File: src/rtl/lane_txen_pkg.sv
// Package: shared constants and types for the transmit enable guard.
// Assumes all lane vectors are indexed from 0 upward, lane 0 first.
package lane_txen_pkg;

    parameter int unsigned LANES_DEFAULT = 4;

    // Lockout state of one lane.
    typedef enum logic {
        LANE_RUN    = 1'b0,
        LANE_LOCKED = 1'b1
    } lane_lock_e;

endpackage

File: src/rtl/lane_lock_cell.sv
// Module: lockout state of one lane.
// Enters lockout whenever the raw fault is seen. Leaves it only on a
// 1-to-0 transition of the disable bit with the fault absent. Assumes the
// fault and disable inputs are already synchronous to clk.
module lane_lock_cell
    import lane_txen_pkg::*;
(
    input  logic clk,
    input  logic rst_n,
    input  logic fault,
    input  logic dis,
    output logic locked,
    output logic lock_next,
    output logic dis_prev
);

    lane_lock_e state_q;
    lane_lock_e state_d;
    logic       dis_fall;

    // Detect the release event: disable seen high last edge, low now.
    assign dis_fall = dis_prev & ~dis;

    // Next lockout state: a fault always wins over a release.
    always_comb begin
        state_d = state_q;
        if (fault) begin
            state_d = LANE_LOCKED;
        end else if (state_q == LANE_LOCKED && dis_fall) begin
            state_d = LANE_RUN;
        end
    end

    // State and disable history registers, cleared by module reset.
    always_ff @(posedge clk) begin
        if (!rst_n) begin
            state_q  <= LANE_RUN;
            dis_prev <= 1'b0;
        end else begin
            state_q  <= state_d;
            dis_prev <= dis;
        end
    end

    assign locked    = (state_q == LANE_LOCKED);
    assign lock_next = (state_d == LANE_LOCKED);

endmodule

File: src/rtl/lane_flag_cell.sv
// Module: sticky fault flag of one lane with clear-on-read.
// A fault present in the same cycle as the read keeps the flag set.
module lane_flag_cell (
    input  logic clk,
    input  logic rst_n,
    input  logic fault,
    input  logic rd,
    output logic flag
);

    // Set on fault, hold otherwise, clear when read and no fault.
    always_ff @(posedge clk) begin
        if (!rst_n) begin
            flag <= 1'b0;
        end else begin
            flag <= fault | (flag & ~rd);
        end
    end

endmodule

File: src/rtl/lane_out_gate.sv
// Module: registered output enable of one lane.
// Combines disable, updated lockout state and squelch. Assumes lock_next
// is the lockout state that takes effect at this same edge.
module lane_out_gate (
    input  logic clk,
    input  logic rst_n,
    input  logic dis,
    input  logic lock_next,
    input  logic los,
    input  logic sq_dis,
    output logic en
);

    logic squelch;

    // Loss of signal mutes the lane unless the override is set.
    assign squelch = los & ~sq_dis;

    // Output register: on only when every condition allows it.
    always_ff @(posedge clk) begin
        if (!rst_n) begin
            en <= 1'b0;
        end else begin
            en <= ~dis & ~lock_next & ~squelch;
        end
    end

endmodule

File: src/rtl/lane_txen_ctrl.sv
// Module: top of the per-lane transmit enable guard.
// Instantiates one lockout cell, one flag cell and one output gate per
// lane. Assumes every input is synchronous to clk and held by the caller.
module lane_txen_ctrl
    import lane_txen_pkg::*;
#(
    parameter int unsigned N_LANES = LANES_DEFAULT
) (
    input  logic               clk,
    input  logic               rst_n,
    input  logic [N_LANES-1:0] fault_in,
    input  logic [N_LANES-1:0] los_in,
    input  logic [N_LANES-1:0] tx_dis,
    input  logic [N_LANES-1:0] sq_dis,
    input  logic               flag_rd,
    output logic [N_LANES-1:0] tx_en,
    output logic [N_LANES-1:0] fault_flag
);

    logic [N_LANES-1:0] lock_vec;
    logic [N_LANES-1:0] lock_nx_vec;
    logic [N_LANES-1:0] dprev_vec;

    // One independent slice of logic per lane.
    for (genvar g = 0; g < N_LANES; g++) begin : g_lane
        lane_lock_cell u_lock (
            .clk       (clk),
            .rst_n     (rst_n),
            .fault     (fault_in[g]),
            .dis       (tx_dis[g]),
            .locked    (lock_vec[g]),
            .lock_next (lock_nx_vec[g]),
            .dis_prev  (dprev_vec[g])
        );

        lane_flag_cell u_flag (
            .clk   (clk),
            .rst_n (rst_n),
            .fault (fault_in[g]),
            .rd    (flag_rd),
            .flag  (fault_flag[g])
        );

        lane_out_gate u_gate (
            .clk       (clk),
            .rst_n     (rst_n),
            .dis       (tx_dis[g]),
            .lock_next (lock_nx_vec[g]),
            .los       (los_in[g]),
            .sq_dis    (sq_dis[g]),
            .en        (tx_en[g])
        );
    end

endmodule

File: config.mk
export PLATFORM = sky130hd
export DESIGN_NAME = lane_txen_ctrl
export DESIGN_NICKNAME = d
export VERILOG_FILES = /design/src/rtl/lane_txen_pkg.sv /design/src/rtl/lane_lock_cell.sv /design/src/rtl/lane_flag_cell.sv /design/src/rtl/lane_out_gate.sv /design/src/rtl/lane_txen_ctrl.sv
export SDC_FILE = /design/constraint.sdc
export NUM_CORES = 1
export LEC_CHECK = 0
export ABC_AREA = 1
export CAP_MARGIN = 20
export CORE_MARGIN = 2
export CORE_UTILIZATION = 44
export DETAILED_ROUTE_END_ITERATION = 16
export HOLD_SLACK_MARGIN = 0.03
export PLACE_DENSITY_LB_ADDON = 0.15
export SLEW_MARGIN = 0
export SYNTH_ARGS = -nofsm -noshare
export SYNTH_HDL_FRONTEND = slang
export SYNTH_HIERARCHICAL = 1
export SYNTH_SLANG_ARGS = --single-unit
export TNS_END_PERCENT = 5
File: constraint.sdc
create_clock -name clk -period 1.4 [get_ports clk]
set_input_delay 0.14 -clock clk [delete_from_list [all_inputs] [get_ports clk]]
set_output_delay 0.14 -clock clk [all_outputs]
set_load 0.01 [all_outputs]
==> results.json <==
{
  "synthTopCellsByCount": "inv_1, dfxtp_1, nand2_1",
  "clock_latency_ns": 0.28,
  "async_reset_ff_share_pct": 0,
  "ys.flop_type": "dfxtp_1",
  "cts_buffers": 3,
  "dr_total_vias": 566,
  "cap_violations": 0,
  "drive_gt1_share_pct": 17.1,
  "antenna_left": 0,
  "cts.hold.buffers_added": 0,
  "setup_tns_ns": 0,
  "seq_area_um2": 320,
  "grt_max_degree": 17,
  "synth-simple-area-share_pct": 23.3,
  "ir_worst_vdd_v": 0.000890,
  "finalHoldViolCount": 0,
  "wl_met3_um": 75,
  "first_pass_iters": 4,
  "reg2reg_depth": 6,
  "synthMuxAreaShare_pct": 0,
  "rsz0062_at_grt": "false",
  "track_usage_pct": 15.1,
  "yosysMostFrequentCell": "inv_1",
  "multi_input_area_um2": 225,
  "pin_count": 27,
  "crit-reg2reg-launch": "g_lane[3].u_lock/dis_prev",
  "nets": 143,
  "wl_met1_um": 558,
  "ys_seq_elements": 16,
  "yosysUniqueCellTypes": 6,
  "die_area_mm2": 0.00184,
  "cts_max_level": 1,
  "worstPathArrival_ns": 1.16,
  "synth_edf_count": 0,
  "cts.sinks": 16,
  "grt_pass1_wl_um": 2020,
  "dr.max_layer_used": "met4",
  "slew_headroom_pct": 89.3,
  "root_buffer": "clkbuf_4",
  "synth_top_area_share_pct": 48.1,
  "start_util_pct": 45.8,
  "drt_iter0_drc": 5,
  "skew_ns": 0.00335,
  "slew_viol_final": 0,
  "syn2layout_area_growth_pct": 48.7,
  "worst_path_largest_cell_delay_ns": 0.54,
  "die_height_um": 42.9,
  "clk_pin_slew_ns": 0.09,
  "hold_path_class": "in -> reg",
  "place.port_buffers": 26,
  "avgSynthCellArea_um2": 7.24,
  "clockBufferDepth": 2,
  "diodes": 0,
  "place_hpwl_um": 975,
  "setup_viol": 0,
  "drt-total-wl_um": 1220,
  "fillCellCount": 125,
  "worst_hold_slack_ns": 0.442,
  "synth_top_family_by_area": "simple AND/OR/NAND/NOR gates",
  "synth.area.top_cells": "dfxtp_1, inv_1, a21oi_2, nand2_1, nand2_2",
  "yosysWarnings": 6,
  "synth-xor-area-share_pct": 0,
  "synth-adder-area-share_pct": 0,
  "r2r-end": "g_lane[3].u_gate/en",
  "cp.required_ns": 1.26,
  "cts_setup_buffers": 0,
  "worstSetupPathType": "reg -> out",
  "yosys.area.top_type": "dfxtp_1",
  "grt_pass1_vias": 511,
  "synth_cells": 92,
  "min_to": "g_lane[1].u_lock/dis_prev",
  "cts_resized": 0,
  "clock.fmax_mhz": 771,
  "avgViaCountPerCell": 4.07,
  "finalCriticalPeriod_ns": 1.30,
  "p_per_area_mw_per_mm2": 956,
  "syn_nets": 111,
  "synth_compound_area_share_pct": 10.5,
  "status": "finished clean",
  "antenna_found_initial": 0,
  "hold_depth": 3,
  "globalplace.congestion": 0.723,
  "overflow": 0,
  "yosysSeqAreaShare_pct": 48.1,
  "crit_fanout": 2,
  "cts_tree": "built",
  "worstPathCellList": "clkdlybuf4s50_1",
  "min-delay-start": "tx_dis[1]",
  "cp_slowest_cell": "clkdlybuf4s50_1",
  "end_kind": "output port",
  "cp_top_family": "buffers and inverters",
  "synthesis.area_um2": 666,
  "drc_errors": 0,
  "fp.coreArea_mm2": 0.00145,
  "row_count": 14,
  "r2r_slack_ns": 0.58,
  "die_w_um": 42.9,
  "min_period_over_period_pct": 92.7,
  "critPathLaunchType": "flop",
  "critPathBufInv": 1,
  "p_leak_uw": 0.000526,
  "wl_per_cell_um": 8.76,
  "tightestPinTransition_ns": 0.160,
  "met2_length_um": 568
}
routing by layer:
layer  vias to the layer above  track usage [%]
li1                        317                -
met3                         2             3.40
met2                        14             23.0
met1                       233             18.2
met4                         0             11.3
met5                         -                0
cells by family after synthesis:
group | Yosys count
DFF | 16
buffers and inverters | 32
and+or+nand+nor | 36
AOI/OAI and AO/OA | 8
cell usage in the layout, fill, tap and decap left out:
cell             Yosys  layout
a21oi_2              8       8
buf_4                0       1
clkbuf_4             0       3
clkbuf_8             0       1
clkdlybuf4s50_1      0      26
dfxtp_1             16      16
inv_1               32      32
nand2_1             16      16
nand2_2              8       8
nor2_1              12      12
flip-flops by register name (all words and copies together) (netlist names):
name / cells
g_lane.u_lock/dis_prev: 4
g_lane.u_gate/en: 4
g_lane.u_flag/flag: 4
g_lane.u_lock/locked: 4
final cells by class:
type | instances | share of cell area [%]
clock buffers | 4 | 3.67
inverters | 32 | 12.1
multi-input cells | 44 | 22.8
flip-flops and latches | 16 | 32.4
well taps | 16 | 2.02
repair buffers | 27 | 27.1
how the worst max path moves through the flow:
stage	start	endpoint	slack, ns	depth (start not counted)
5_1_grt	g_lane[2].u_flag/flag	fault_flag[2]	0.03	1
2_1_floorplan	g_lane[0].u_lock/dis_prev	g_lane[0].u_gate/en	0.69	6
3_5_place_dp	tx_dis[0]	g_lane[0].u_gate/en	0.24	8
4_1_cts	g_lane[0].u_flag/flag	fault_flag[0]	0.07	1
6_report	g_lane[0].u_flag/flag	fault_flag[0]	0.10	1
3_3_place_gp	tx_dis[2]	g_lane[2].u_gate/en	0.30	8
power breakdown:
| part | switching (µW) | internal [µW] | leakage (µW) |
|---|---|---|---|
| Combinational | 68.2 | 92.4 | 0.000372 |
| Clock | 136 | 158 | 0.0000210 |
| Sequential | 10.6 | 481 | 0.000133 |
through the flow:
step | area [µm²] | instances | util (%) | total power, µW | setup slack [ns]
after floorplan | 666 | 92 | - | 569 | 0.693
after global placement | 953 | 135 | 65.6 | 658 | 0.298
after detailed placement | 953 | 135 | 65.6 | 664 | 0.236
after CTS | 990 | 139 | 68.1 | 966 | 0.0720
after global routing | 990 | 139 | 68.1 | 1000 | 0.0297
final | 990 | 139 | 68.1 | 946 | 0.102
(Power assumes the default switching activity.)
